[src/rtl/keypad_digit_serializer.sv]
module keypad_digit_serializer #(
  parameter int KEY_COUNT = 10,
  localparam int CODE_W = $clog2(KEY_COUNT),
  localparam int CNT_W = $clog2(CODE_W + 1)
) (
  input  logic                 clk,
  input  logic                 rst_n,
  input  logic [KEY_COUNT-1:0] key_n,
  input  logic                 slot_start,
  output logic [CODE_W-1:0]    key_code,
  output logic                 key_any,
  output logic                 ser_out
);

  logic [CODE_W-1:0] shreg;
  logic [CNT_W-1:0]  left;

  always_comb begin
    key_code = '0;
    for (int k = 0; k < KEY_COUNT; k++)
      if (!key_n[k]) key_code = CODE_W'(k);
  end

  assign key_any = ~&key_n;

  always_ff @(posedge clk) begin
    if (!rst_n) begin
      shreg <= '0;
      left  <= '0;
    end else if (slot_start) begin
      shreg <= key_any ? key_code : '0;
      left  <= key_any ? CNT_W'(CODE_W) : '0;
    end else if (left != '0) begin
      shreg <= shreg >> 1;
      left  <= left - 1'b1;
    end
  end

  assign ser_out = (left != '0) & shreg[0];


  idle_code_zero_chk: assert property (@(posedge clk) disable iff (!rst_n)
    !key_any |-> key_code == '0);


  top_key_wins_chk: assert property (@(posedge clk) disable iff (!rst_n)
    !key_n[KEY_COUNT-1] |-> key_code == CODE_W'(KEY_COUNT - 1));


  first_bit_chk: assert property (@(posedge clk) disable iff (!rst_n)
    slot_start && key_any |=> ser_out == $past(key_code[0]));


  empty_slot_chk: assert property (@(posedge clk) disable iff (!rst_n)
    slot_start && !key_any |=> !ser_out);


  last_bit_chk: assert property (@(posedge clk) disable iff (!rst_n)
    $past(rst_n, CODE_W) && $past(slot_start, CODE_W) && $past(key_any, CODE_W) &&
    !$past(slot_start, 3) && !$past(slot_start, 2) && !$past(slot_start, 1)
    |-> ser_out == $past(key_code[CODE_W-1], CODE_W));

endmodule

[config.mk]
export PLATFORM = sky130hd
export DESIGN_NAME = keypad_digit_serializer
export DESIGN_NICKNAME = d
export VERILOG_FILES = /design/src/rtl/keypad_digit_serializer.sv
export SDC_FILE = /design/constraint.sdc
export NUM_CORES = 1
export LEC_CHECK = 0
export CORE_AREA = 2 2 39 41
export CTS_CLUSTER_SIZE = 12
export DETAILED_ROUTE_END_ITERATION = 7
export DIE_AREA = 0 0 41 43
export DONT_BUFFER_PORTS = 1
export PLACE_DENSITY = 0.49
export RECOVER_POWER = 25
export SYNTH_ARGS = -nofsm -noshare
export SYNTH_HDL_FRONTEND = slang
export SYNTH_SLANG_ARGS = --single-unit
[constraint.sdc]
create_clock -name clk -period 2.7 [get_ports clk]
set_clock_uncertainty 0.1 [all_clocks]
set_input_delay 0 -clock clk [delete_from_list [all_inputs] [get_ports clk]]
set_output_delay 0 -clock clk [all_outputs]
set_load 0.02 [all_outputs]
* Yosys cells after proc, flatten, opt, wreduce, memory -nomap -nowiden *
Cells that the tools add are included.

word-level totals
  bits in read-only memories = 0
  memories kept = 0
  input port bits = 13
  logic and storage cells = 23
  latch bits = 0
  register bits after elaboration = 7
  output and inout port bits = 6
  memory bits (writable) = 0

cells by class
  div/mod/pow operators = 0
  multiplexer cells = 15
  reductions and logical operators = 4
  shift-type cells = 0
  equal/unequal tests = 0
  bitwise logic cells = 1
  $lt $le $gt $ge = 0
  add/sub/neg operators = 1
  multiply operators = 0

operator list
  operator             number
  $mux 4               10
  $reduce_and 10->1    1
  $mux 3               3
  $reduce_bool 3->1    1
  $sub 3x1->3 const B  1
  $mux 2               1
  $reduce_bool 2->1    1
  $and 1x1->1          1
  $logic_not 1->1      1
  $mux 1               1

* Logic depth before layout (Yosys ltp) *
Gate-level depths: netlist of run 1.

  word-level depth = 11
  gate-level depth with buffers = 7
  mapped depth without buffers = 6

* Worst setup path after synthesis of run 1 *
No wires, ideal clock.

  path type = reg2reg
  from = register left[0]
  to = register shreg[0]
  clock period less this slack = 1.414 ns
  setup slack = 1.286 ns
  path buffers = 1
  library setup time = 0.116 ns
  cell stages (with the launch flop) = 8
  arrival time = 1.198 ns
  data required time = 2.484 ns
  cell sequence = dfxtp_1 > inv_1 > ha_1 > nand2b_4 > buf_6 > mux2i_1 > nor2_1 > a41o_1

on the way
  longest elaborated chain between the ends = 2

ends and longest elaborated chain
  what                         RTL line  RTL
  start: declaration           16        logic [CNT_W-1:0] left;
  start signal: assignment     32        left <= key_any ? CNT_W'(CODE_W) : '0;
  start signal: assignment     35        left <= left - 1'b1;
  $reduce_bool 3->1            33        end else if (left != '0) begin
  $reduce_bool 2->1 (no line)  --
  end signal: assignment       31        shreg <= key_any ? key_code : '0;
  end signal: assignment       34        shreg <= shreg >> 1;
  end: declaration             15        logic [CODE_W-1:0] shreg;

No other way between the ends.
A chain may end at the register's enable or synchronous reset.

* Worst setup path after layout of run 1 *
  from = register left[0]
  to = register shreg[1]

The elaborated chain is that of the path after synthesis.

==> impl_metrics.env, run 1 <==
export IMPL_status="completed"
export IMPL_drtAntennaViolNets=0
export IMPL_power_density_mw_per_mm2=539
export IMPL_vias=385
export IMPL_hold_end="key_any"
export IMPL_cts_sinks=7
export IMPL_htreeDepth=1
export IMPL_nets=74
export IMPL_hold_path_depth=1
export IMPL_netlist_area_leader_share_pct=31.5
export IMPL_wire_per_inst_um=11.6
export IMPL_seq_area_um2=140
export IMPL_synthDistinctLibCells=27
export IMPL_fillers=149
export IMPL_grt_pass1_wl_mm=1.34
export IMPL_clk_pin_slew_ns=0.06
export IMPL_syn_area_um2=445
export IMPL_drtIter0Drc=0
export IMPL_crit_family="buffers and inverters"
export IMPL_fin_cells=74
export IMPL_path_max_fanout=8
export IMPL_globalRouteMet2Util_pct=17.2
export IMPL_tns_ns=0
export IMPL_wirelength_um=857
export IMPL_min_from="key_n[0]"
export IMPL_viasPerCell=5.20
export IMPL_synth_edf_count=0
export IMPL_gr_total_overflow=0
export IMPL_mappedNetlistNets=65
export IMPL_clk_latency_ns=0.25
export IMPL_ys_seq_elements=7
export IMPL_tightest_slew_ns=0.591
export IMPL_cts_setup_buffers=0
export IMPL_rows=14
export IMPL_dp_cells=65
export IMPL_slowest_stage="dlygate4sd3_1"
export IMPL_rsz0062_at_grt="false"
export IMPL_arrival_ns=1.95
export IMPL_antennaDiodeCount=0
export IMPL_rr_worst_depth=7
export IMPL_grt_pass1_vias=372
export IMPL_grt_start_max_net_pins=9
export IMPL_use_met3_pct=4.71
export IMPL_antenna_found_initial=0
export IMPL_die_h_um=43
export IMPL_synth_avg_cell_area_um2=8.91
export IMPL_end_kind="flop"
export IMPL_drive_above_1_share_pct=10.3
export IMPL_postSynthCellCount=50
export IMPL_coreArea_mm2=0.00138
export IMPL_start_kind="flop"
export IMPL_crit_chain="inv_1, ha_1, nand2b_4, mux2i_1, nand2_1, o211a_1, dlygate4sd3_1"
export IMPL_dr_pass1_iters=1
export IMPL_ys_warn_count=0
export IMPL_busiest_layer="met2"
export IMPL_synthArstFlopShare_pct=0
export IMPL_cts_resized_gates=0
export IMPL_maxSlewHeadroom_pct=60.4
export IMPL_cts_tree="done"
export IMPL_post_route_drc_count=0
export IMPL_yosys_top_cells_area="dfxtp_1 (31%), mux2i_1 (9.0%), o211a_1 (6.7%)"
export IMPL_synth_sequential_area_ratio_pct=31.5
export IMPL_gp_congestion=0.673
export IMPL_path_class="reg -> reg"
export IMPL_cts_hold_buf=5
export IMPL_critical_path_required_ns=2.74
export IMPL_path_buf_inv=2
export IMPL_start_util_pct=32.2
export IMPL_reg2reg_slack_ns=0.79
export IMPL_p_leak_nw=0.245
export IMPL_hold_violations=0
export IMPL_slew_violations=0
export IMPL_synthFlopType="dfxtp_1"
export IMPL_root_buffer="clkbuf_4"
export IMPL_finalCritPeriodShare_pct=70.7
export IMPL_dieArea_mm2=0.00176
export IMPL_area_growth_pct=18.3
export IMPL_cts_buffers=3
export IMPL_finalSetupViolations=0
export IMPL_dieWidth_um=41
export IMPL_max_freq_mhz=524
export IMPL_portBuffers=0
export IMPL_fin_crit_ns=1.91
export IMPL_hpwlAfterDp_um=656
export IMPL_grt_usage_pct=11.7
export IMPL_crit_path_max_incr_delay_ns=0.54
export IMPL_yosys_area_top_type="dfxtp_1"
export IMPL_r2r_end="shreg[1]$_SDFFE_PN0P_"
export IMPL_clock_path_buffers=2
export IMPL_holdCritPathClass="in -> out"
export IMPL_hold_ws_ns=0.0165
export IMPL_io_pins=19
export IMPL_r2r_start="left[0]$_SDFFE_PN0P_"
export IMPL_met1_usage_pct=12.0
export IMPL_multi_input_area_um2=275
export IMPL_drv_cap=0
export IMPL_vdd_ir_drop_max_mv=0.186
worst max path at each step:
stage	end	startpoint	cells past startpoint
2_1_floorplan	shreg[0]$_SDFFE_PN0P_	left[0]$_SDFFE_PN0P_	7
3_3_place_gp	shreg[0]$_SDFFE_PN0P_	left[0]$_SDFFE_PN0P_	6
3_5_place_dp	shreg[0]$_SDFFE_PN0P_	left[0]$_SDFFE_PN0P_	6
4_1_cts	shreg[1]$_SDFFE_PN0P_	left[0]$_SDFFE_PN0P_	7
5_1_grt	shreg[1]$_SDFFE_PN0P_	left[0]$_SDFFE_PN0P_	7
6_report	shreg[1]$_SDFFE_PN0P_	left[0]$_SDFFE_PN0P_	7
area by class of cell:
type,instances,share of cell area [%]
multi-input cells,38,52.3
inverters,4,2.85
clock buffers,4,4.99
well taps,16,3.80
flip-flops and latches,7,26.6
repair buffers,5,9.50
logic make-up (layout without fill, tap and decap cells):
group	after synthesis	after routing	share of synthesized area [%]
DFF	7	7	31.5
AOI/OAI and AO/OA	9	9	16.3
buffers and inverters	5	13	5.90
xor gates and xnor gates	1	1	1.97
adders and majority gates	2	2	5.62
muxes	4	4	8.99
and+or+nand+nor	22	22	29.8
cells in the final DEF (no fill, tap or decap):
cell	n
nand2b_1	1
nand2_1	6
xnor2_1	1
nand3_1	2
o211a_1	3
dlygate4sd3_1	5
nor2_1	4
nand2b_4	1
nand3b_1	1
nand3_2	1
a21oi_1	1
inv_1	4
ha_1	2
o21ai_0	1
mux2i_1	4
clkbuf_4	3
clkbuf_1	1
nor2b_1	1
and2_1	1
a31o_1	1
nor3b_1	1
a41o_1	1
dfxtp_1	7
a31oi_1	1
nand4_1	1
and2b_1	1
nor3_2	1
a211oi_1	1
power breakdown:
group,total (mW),leakage (nW),internal (mW),switching [mW]
Clock,0.0968,0.0150,0.0565,0.0403
Sequential,0.117,0.0579,0.112,0.00475
Combinational,0.0702,0.172,0.0328,0.0374
metal layers:
layer	part of all wire (%)	up-vias
li1	-	193
met1	44	170
met2	47	20
met3	8.2	2
met4	0.93	0
met5	0	-
stage by stage:
step	area, µm²	worst slack, ns	total power, mW	util [%]
final	527	0.790	0.284	38.1
after global routing	527	0.694	0.304	38.1
after CTS	531	0.792	0.290	38.3
after detailed placement	454	1.28	0.183	32.8
after global placement	454	1.28	0.184	32.8
after floorplan	445	1.29	0.182	-
synth_stat cells (2+ instances only):
cell type / instances
dfxtp_1: 7
o211a_1: 3
mux2i_1: 4
nor2_1: 4
nand2_1: 5
inv_1: 4
nand3_1: 2
ha_1: 2
registers in the layout, indices dropped and copies added, names as in the netlist:
name / flops
shreg: 4
left: 3
Note: power is estimated with default switching activity, not from simulation.
==> run 2: changes to the inputs <==
==> constraint.sdc (replaced) <==
create_clock -name clk -period 1.8 [get_ports clk]
set_clock_uncertainty 0.1 [all_clocks]
set_input_delay 0 -clock clk [delete_from_list [all_inputs] [get_ports clk]]
set_output_delay 0 -clock clk [all_outputs]
set_load 0.02 [all_outputs]
==> impl_metrics.env, run 2 (synthesis gave the netlist of run 1 again) <==
export IMPL_status="completed"
export IMPL_maxSlewHeadroom_pct=77.4
export IMPL_finalSetupViolations=0
export IMPL_vdd_ir_drop_max_mv=0.313
export IMPL_busiest_layer="met2"
export IMPL_drive_above_1_share_pct=12.1
export IMPL_drtIter0Drc=4
export IMPL_cts_tree="done"
export IMPL_final_cell_mix="dfxtp_1 (7), nand2_1 (6)"
export IMPL_cts_setup_buffers=0
export IMPL_power_density_mw_per_mm2=813
export IMPL_switchingPower_uw=124
export IMPL_cts_hold_buf=4
export IMPL_fillers=151
export IMPL_slew_violations=0
export IMPL_grt_pass1_wl_mm=1.50
export IMPL_fin_crit_ns=1.50
export IMPL_final_common_cell="dfxtp_1"
export IMPL_clk_latency_ns=0.25
export IMPL_viasPerCell=5.30
export IMPL_utilization_pct=37.9
export IMPL_tns_ns=0
export IMPL_grt_start_max_net_pins=9
export IMPL_path_max_fanout=2
export IMPL_nets=74
export IMPL_wire_per_inst_um=12.2
export IMPL_dieArea_mm2=0.00176
export IMPL_clk_pin_slew_ns=0.05
export IMPL_post_route_drc_count=0
export IMPL_globalRouteMet2Util_pct=19.7
export IMPL_hold_violations=0
export IMPL_root_buffer="clkbuf_4"
export IMPL_p_leak_nw=0.244
export IMPL_cts_buffers=3
export IMPL_met1_usage_pct=13.9
export IMPL_path_class="in -> reg"
export IMPL_start_util_pct=32.2
export IMPL_dieWidth_um=41
export IMPL_io_pins=19
export IMPL_use_met3_pct=6.28
export IMPL_pwr_share_clk_pct=34.1
export IMPL_wirelength_um=904
export IMPL_drv_cap=0
export IMPL_vias=392
export IMPL_antenna_found_initial=0
export IMPL_gr_total_overflow=0
export IMPL_portBuffers=0
export IMPL_rsz0062_at_grt="false"
export IMPL_top_regs="shreg (4), left (3)"
export IMPL_clock_path_buffers=2
export IMPL_hpwlAfterDp_um=718
export IMPL_die_h_um=43
export IMPL_antennaDiodeCount=0
export IMPL_max_freq_mhz=668
export IMPL_tightest_slew_ns=0.338
export IMPL_largest_reg_flops=4
export IMPL_arrival_ns=1.54
export IMPL_cts_resized_gates=0
export IMPL_area_growth_pct=17.7
export IMPL_end_kind="flop"
export IMPL_rows=14
export IMPL_grt_pass1_vias=397
export IMPL_start_kind="input port"
export IMPL_p_int_uw=302
export IMPL_dr_pass1_iters=5
export IMPL_gp_congestion=0.682
export IMPL_coreArea_mm2=0.00138
export IMPL_finalCritPeriodShare_pct=83.1
export IMPL_cts_sinks=7
export IMPL_netSwitchingFraction_pct=29.2
export IMPL_pwr_share_seq_pct=41.1
export IMPL_htreeDepth=1
export IMPL_combPwrFrac_pct=24.7
export IMPL_grt_usage_pct=12.8
export IMPL_regMostFlops="shreg"
export IMPL_critical_path_required_ns=1.84
export IMPL_holdCritPathClass="in -> out"
export IMPL_drtAntennaViolNets=0
run 2: changes by cell type in the layout (fill, tap and decap cells not counted), sizes merged:
cell	delta
buf	+1
dlygate4sd3	-1
run 2: final cells by class:
cell class | count | area (µm²) | share of cell area, %
timing repair buffer | 5 | 47.5 | 9.07
clock buffer | 4 | 26.3 | 5.01
multi-input combinational | 38 | 275 | 52.5
inverter | 4 | 15.0 | 2.86
tap | 16 | 20.0 | 3.82
sequential | 7 | 140 | 26.7
run 2: power groups by stage:
stage	combinational, mW	clock, mW	sequential [mW]
after floorplan	0.0954	0	0.177
after global placement	0.0983	0	0.179
after detailed placement	0.0992	0	0.179
after CTS	0.108	0.151	0.175
after global routing	0.118	0.162	0.177
final	0.106	0.145	0.175
run 2: worst max-delay path, cell delays in order:
cell and delay [ns]:
dlygate4sd3_1 0.54, nand3_2 0.14, dlygate4sd3_1 0.63, a41o_1 0.23
run 2: metal layers:
layer	share of wire (%)	wire length, µm
met1	43	390
met2	47	425
met3	9.7	88
met4	0	0
met5	0	0
run 2: stage by stage:
stage | area (µm²) | setup WS, ns | instances | power (mW) | hold slack (ns)
2_1_floorplan | 445 | 0.386 | 50 | 0.272 | -0.000309
3_3_place_gp | 462 | 0.383 | 66 | 0.277 | 0.0205
3_5_place_dp | 462 | 0.366 | 66 | 0.278 | 0.0177
4_1_cts | 528 | 0.318 | 74 | 0.434 | 0.0166
5_1_grt | 524 | 0.263 | 74 | 0.457 | 0.0222
6_report | 524 | 0.304 | 74 | 0.426 | 0.0141
run 2: final timing paths:
kind	from	endpoint	slack, ns	cells past startpoint
worst max register to register	left[0]$_SDFFE_PN0P_	shreg[0]$_SDFFE_PN0P_	0.36	6
worst min-delay path	key_n[0]	key_any	0.01	1
worst max-delay path	key_n[1]	shreg[0]$_SDFFE_PN0P_	0.30	4
worst min register to register	left[1]$_SDFFE_PN0P_	left[1]$_SDFFE_PN0P_	0.39	2
==> run 3: changes to the inputs <==
--- a/config.mk
+++ b/config.mk
@@ -10,7 +10,7 @@
 export DETAILED_ROUTE_END_ITERATION = 7
 export DIE_AREA = 0 0 41 43
 export DONT_BUFFER_PORTS = 1
-export PLACE_DENSITY = 0.49
+export PLACE_DENSITY = 0.51
 export RECOVER_POWER = 25
 export SYNTH_ARGS = -nofsm -noshare
 export SYNTH_HDL_FRONTEND = slang
==> constraint.sdc (replaced) <==
create_clock -name clk -period 1.2 [get_ports clk]
set_clock_uncertainty 0.1 [all_clocks]
set_input_delay 0 -clock clk [delete_from_list [all_inputs] [get_ports clk]]
set_output_delay 0 -clock clk [all_outputs]
set_load 0.02 [all_outputs]
==> impl_metrics.env, run 3 (synthesis gave the netlist of run 1 again) <==
export IMPL_hold_ws_ns=-0.220
export IMPL_r2r_start="left[1]$_SDFFE_PN0P_"
export IMPL_htreeDepth=1
export IMPL_tightest_slew_ns=0.346
export IMPL_max_freq_mhz=789
export IMPL_regMostFlops="shreg"
export IMPL_drv_cap=0
export IMPL_antennaDiodeCount=0
export IMPL_grt_usage_pct=11.5
export IMPL_start_kind="flop"
export IMPL_status="finished, violations left"
export IMPL_violations="hold timing, setup timing"
export IMPL_rr_worst_depth=6
export IMPL_maxSlewHeadroom_pct=76.9
export IMPL_hold_end="left[2]$_SDFFE_PN0P_"
export IMPL_wire_per_inst_um=11.9
export IMPL_arrival_ns=1.31
export IMPL_area_growth_pct=27.2
export IMPL_top_regs="shreg (4), left (3)"
export IMPL_gp_congestion=0.690
export IMPL_p_leak_nw=0.268
export IMPL_nets=76
export IMPL_die_h_um=43
export IMPL_io_pins=19
export IMPL_grt_start_max_net_pins=8
export IMPL_dieArea_mm2=0.00176
export IMPL_hold_path_depth=1
export IMPL_path_buf_inv=1
export IMPL_reg2reg_slack_ns=-0.07
export IMPL_utilization_pct=41.0
export IMPL_path_max_fanout=6
export IMPL_power_density_mw_per_mm2=1210
export IMPL_end_kind="flop"
export IMPL_hpwlAfterDp_um=665
export IMPL_hold_violations=7
export IMPL_vias=372
export IMPL_crit_family="flip-flops"
export IMPL_finalSetupViolations=4
export IMPL_crit_path_max_incr_delay_ns=0.32
export IMPL_gr_total_overflow=0
export IMPL_finalPower_uw=684
export IMPL_clk_latency_ns=0.25
export IMPL_vdd_ir_drop_max_mv=0.682
export IMPL_largest_reg_flops=4
export IMPL_tns_ns=-0.112
export IMPL_worst_slack_ns=-0.0675
export IMPL_cts_buffers=3
export IMPL_dr_pass1_iters=2
export IMPL_wirelength_um=905
export IMPL_grt_pass1_vias=322
export IMPL_rsz0062_at_grt="true"
export IMPL_grt_pass1_wl_mm=1.37
export IMPL_final_cell_mix="nand2_1 (6), buf_4 (6), dfxtp_1 (5)"
export IMPL_holdCritPathClass="in -> reg"
export IMPL_coreArea_mm2=0.00138
export IMPL_rows=14
export IMPL_drive_above_1_share_pct=38.3
export IMPL_portBuffers=0
export IMPL_start_util_pct=32.2
export IMPL_drtAntennaViolNets=0
export IMPL_slew_violations=0
export IMPL_cts_tree="done"
export IMPL_critical_path_required_ns=1.24
export IMPL_cts_sinks=7
export IMPL_root_buffer="clkbuf_4"
export IMPL_path_class="reg -> reg"
export IMPL_dieWidth_um=41
export IMPL_antenna_found_initial=0
export IMPL_clock_path_buffers=2
export IMPL_fin_crit_ns=1.27
export IMPL_post_route_drc_count=0
export IMPL_viasPerCell=4.89
export IMPL_r2r_end="shreg[0]$_SDFFE_PN0P_"
export IMPL_slowest_stage="dfxtp_2"
export IMPL_min_from="rst_n"
export IMPL_crit_chain="inv_2, ha_4, nand2b_4, mux2i_1, nor2_1, a41o_1"
export IMPL_cts_hold_buf=1
export IMPL_finalCritPeriodShare_pct=106
export IMPL_drtIter0Drc=3
export IMPL_clk_pin_slew_ns=0.05
-- run 3: timing repair --
action | CTS | global route
endpoints found under the setup margin | 5 | 8
endpoints found under the hold margin | 7 | 7
setup buffers | 1 | 0
resized for setup | 2 | 2
cloned | 0 | 0
-- run 3: per-layer routing --
layer  up-vias  wire length [µm]  global-route usage, %
met4         0                23                   8.00
met5         -                 0                      0
li1        198                 -                      -
met1       162               397                   15.6
met3         2                37                   2.09
met2        10               447                   15.6
-- run 3: worst max path at each step --
stage                          from                    end  cells after the start
4_1_cts        left[1]$_SDFFE_PN0P_  shreg[0]$_SDFFE_PN0P_                      6
3_5_place_dp   left[0]$_SDFFE_PN0P_  shreg[0]$_SDFFE_PN0P_                      6
3_3_place_gp   left[1]$_SDFFE_PN0P_  shreg[0]$_SDFFE_PN0P_                      6
2_1_floorplan  left[0]$_SDFFE_PN0P_  shreg[0]$_SDFFE_PN0P_                      7
6_report       left[1]$_SDFFE_PN0P_  shreg[0]$_SDFFE_PN0P_                      6
5_1_grt        left[1]$_SDFFE_PN0P_  shreg[0]$_SDFFE_PN0P_                      6
-- run 3: per-stage QoR --
stage / cells / cell area [µm²] / setup slack (ns)
4_1_cts: 76 / 557 / -0.0685
3_3_place_gp: 70 / 507 / -0.0652
2_1_floorplan: 50 / 460 / -0.104
3_5_place_dp: 70 / 507 / -0.0663
5_1_grt: 76 / 567 / -0.142
6_report: 76 / 567 / -0.0675
-- run 3: area by class of cell --
cell class,count,area (µm²)
inverters,4,15.0
multi-input cells,38,308
flip-flops and latches,7,143
clock buffers,4,26.3
repair buffers,7,55.1
well taps,16,20.0
fillers,145,817
-- run 3: power by group --
group,switching [mW],internal (mW),total [mW]
registers,0.0104,0.254,0.265
clock network,0.0863,0.127,0.213
logic,0.101,0.105,0.206
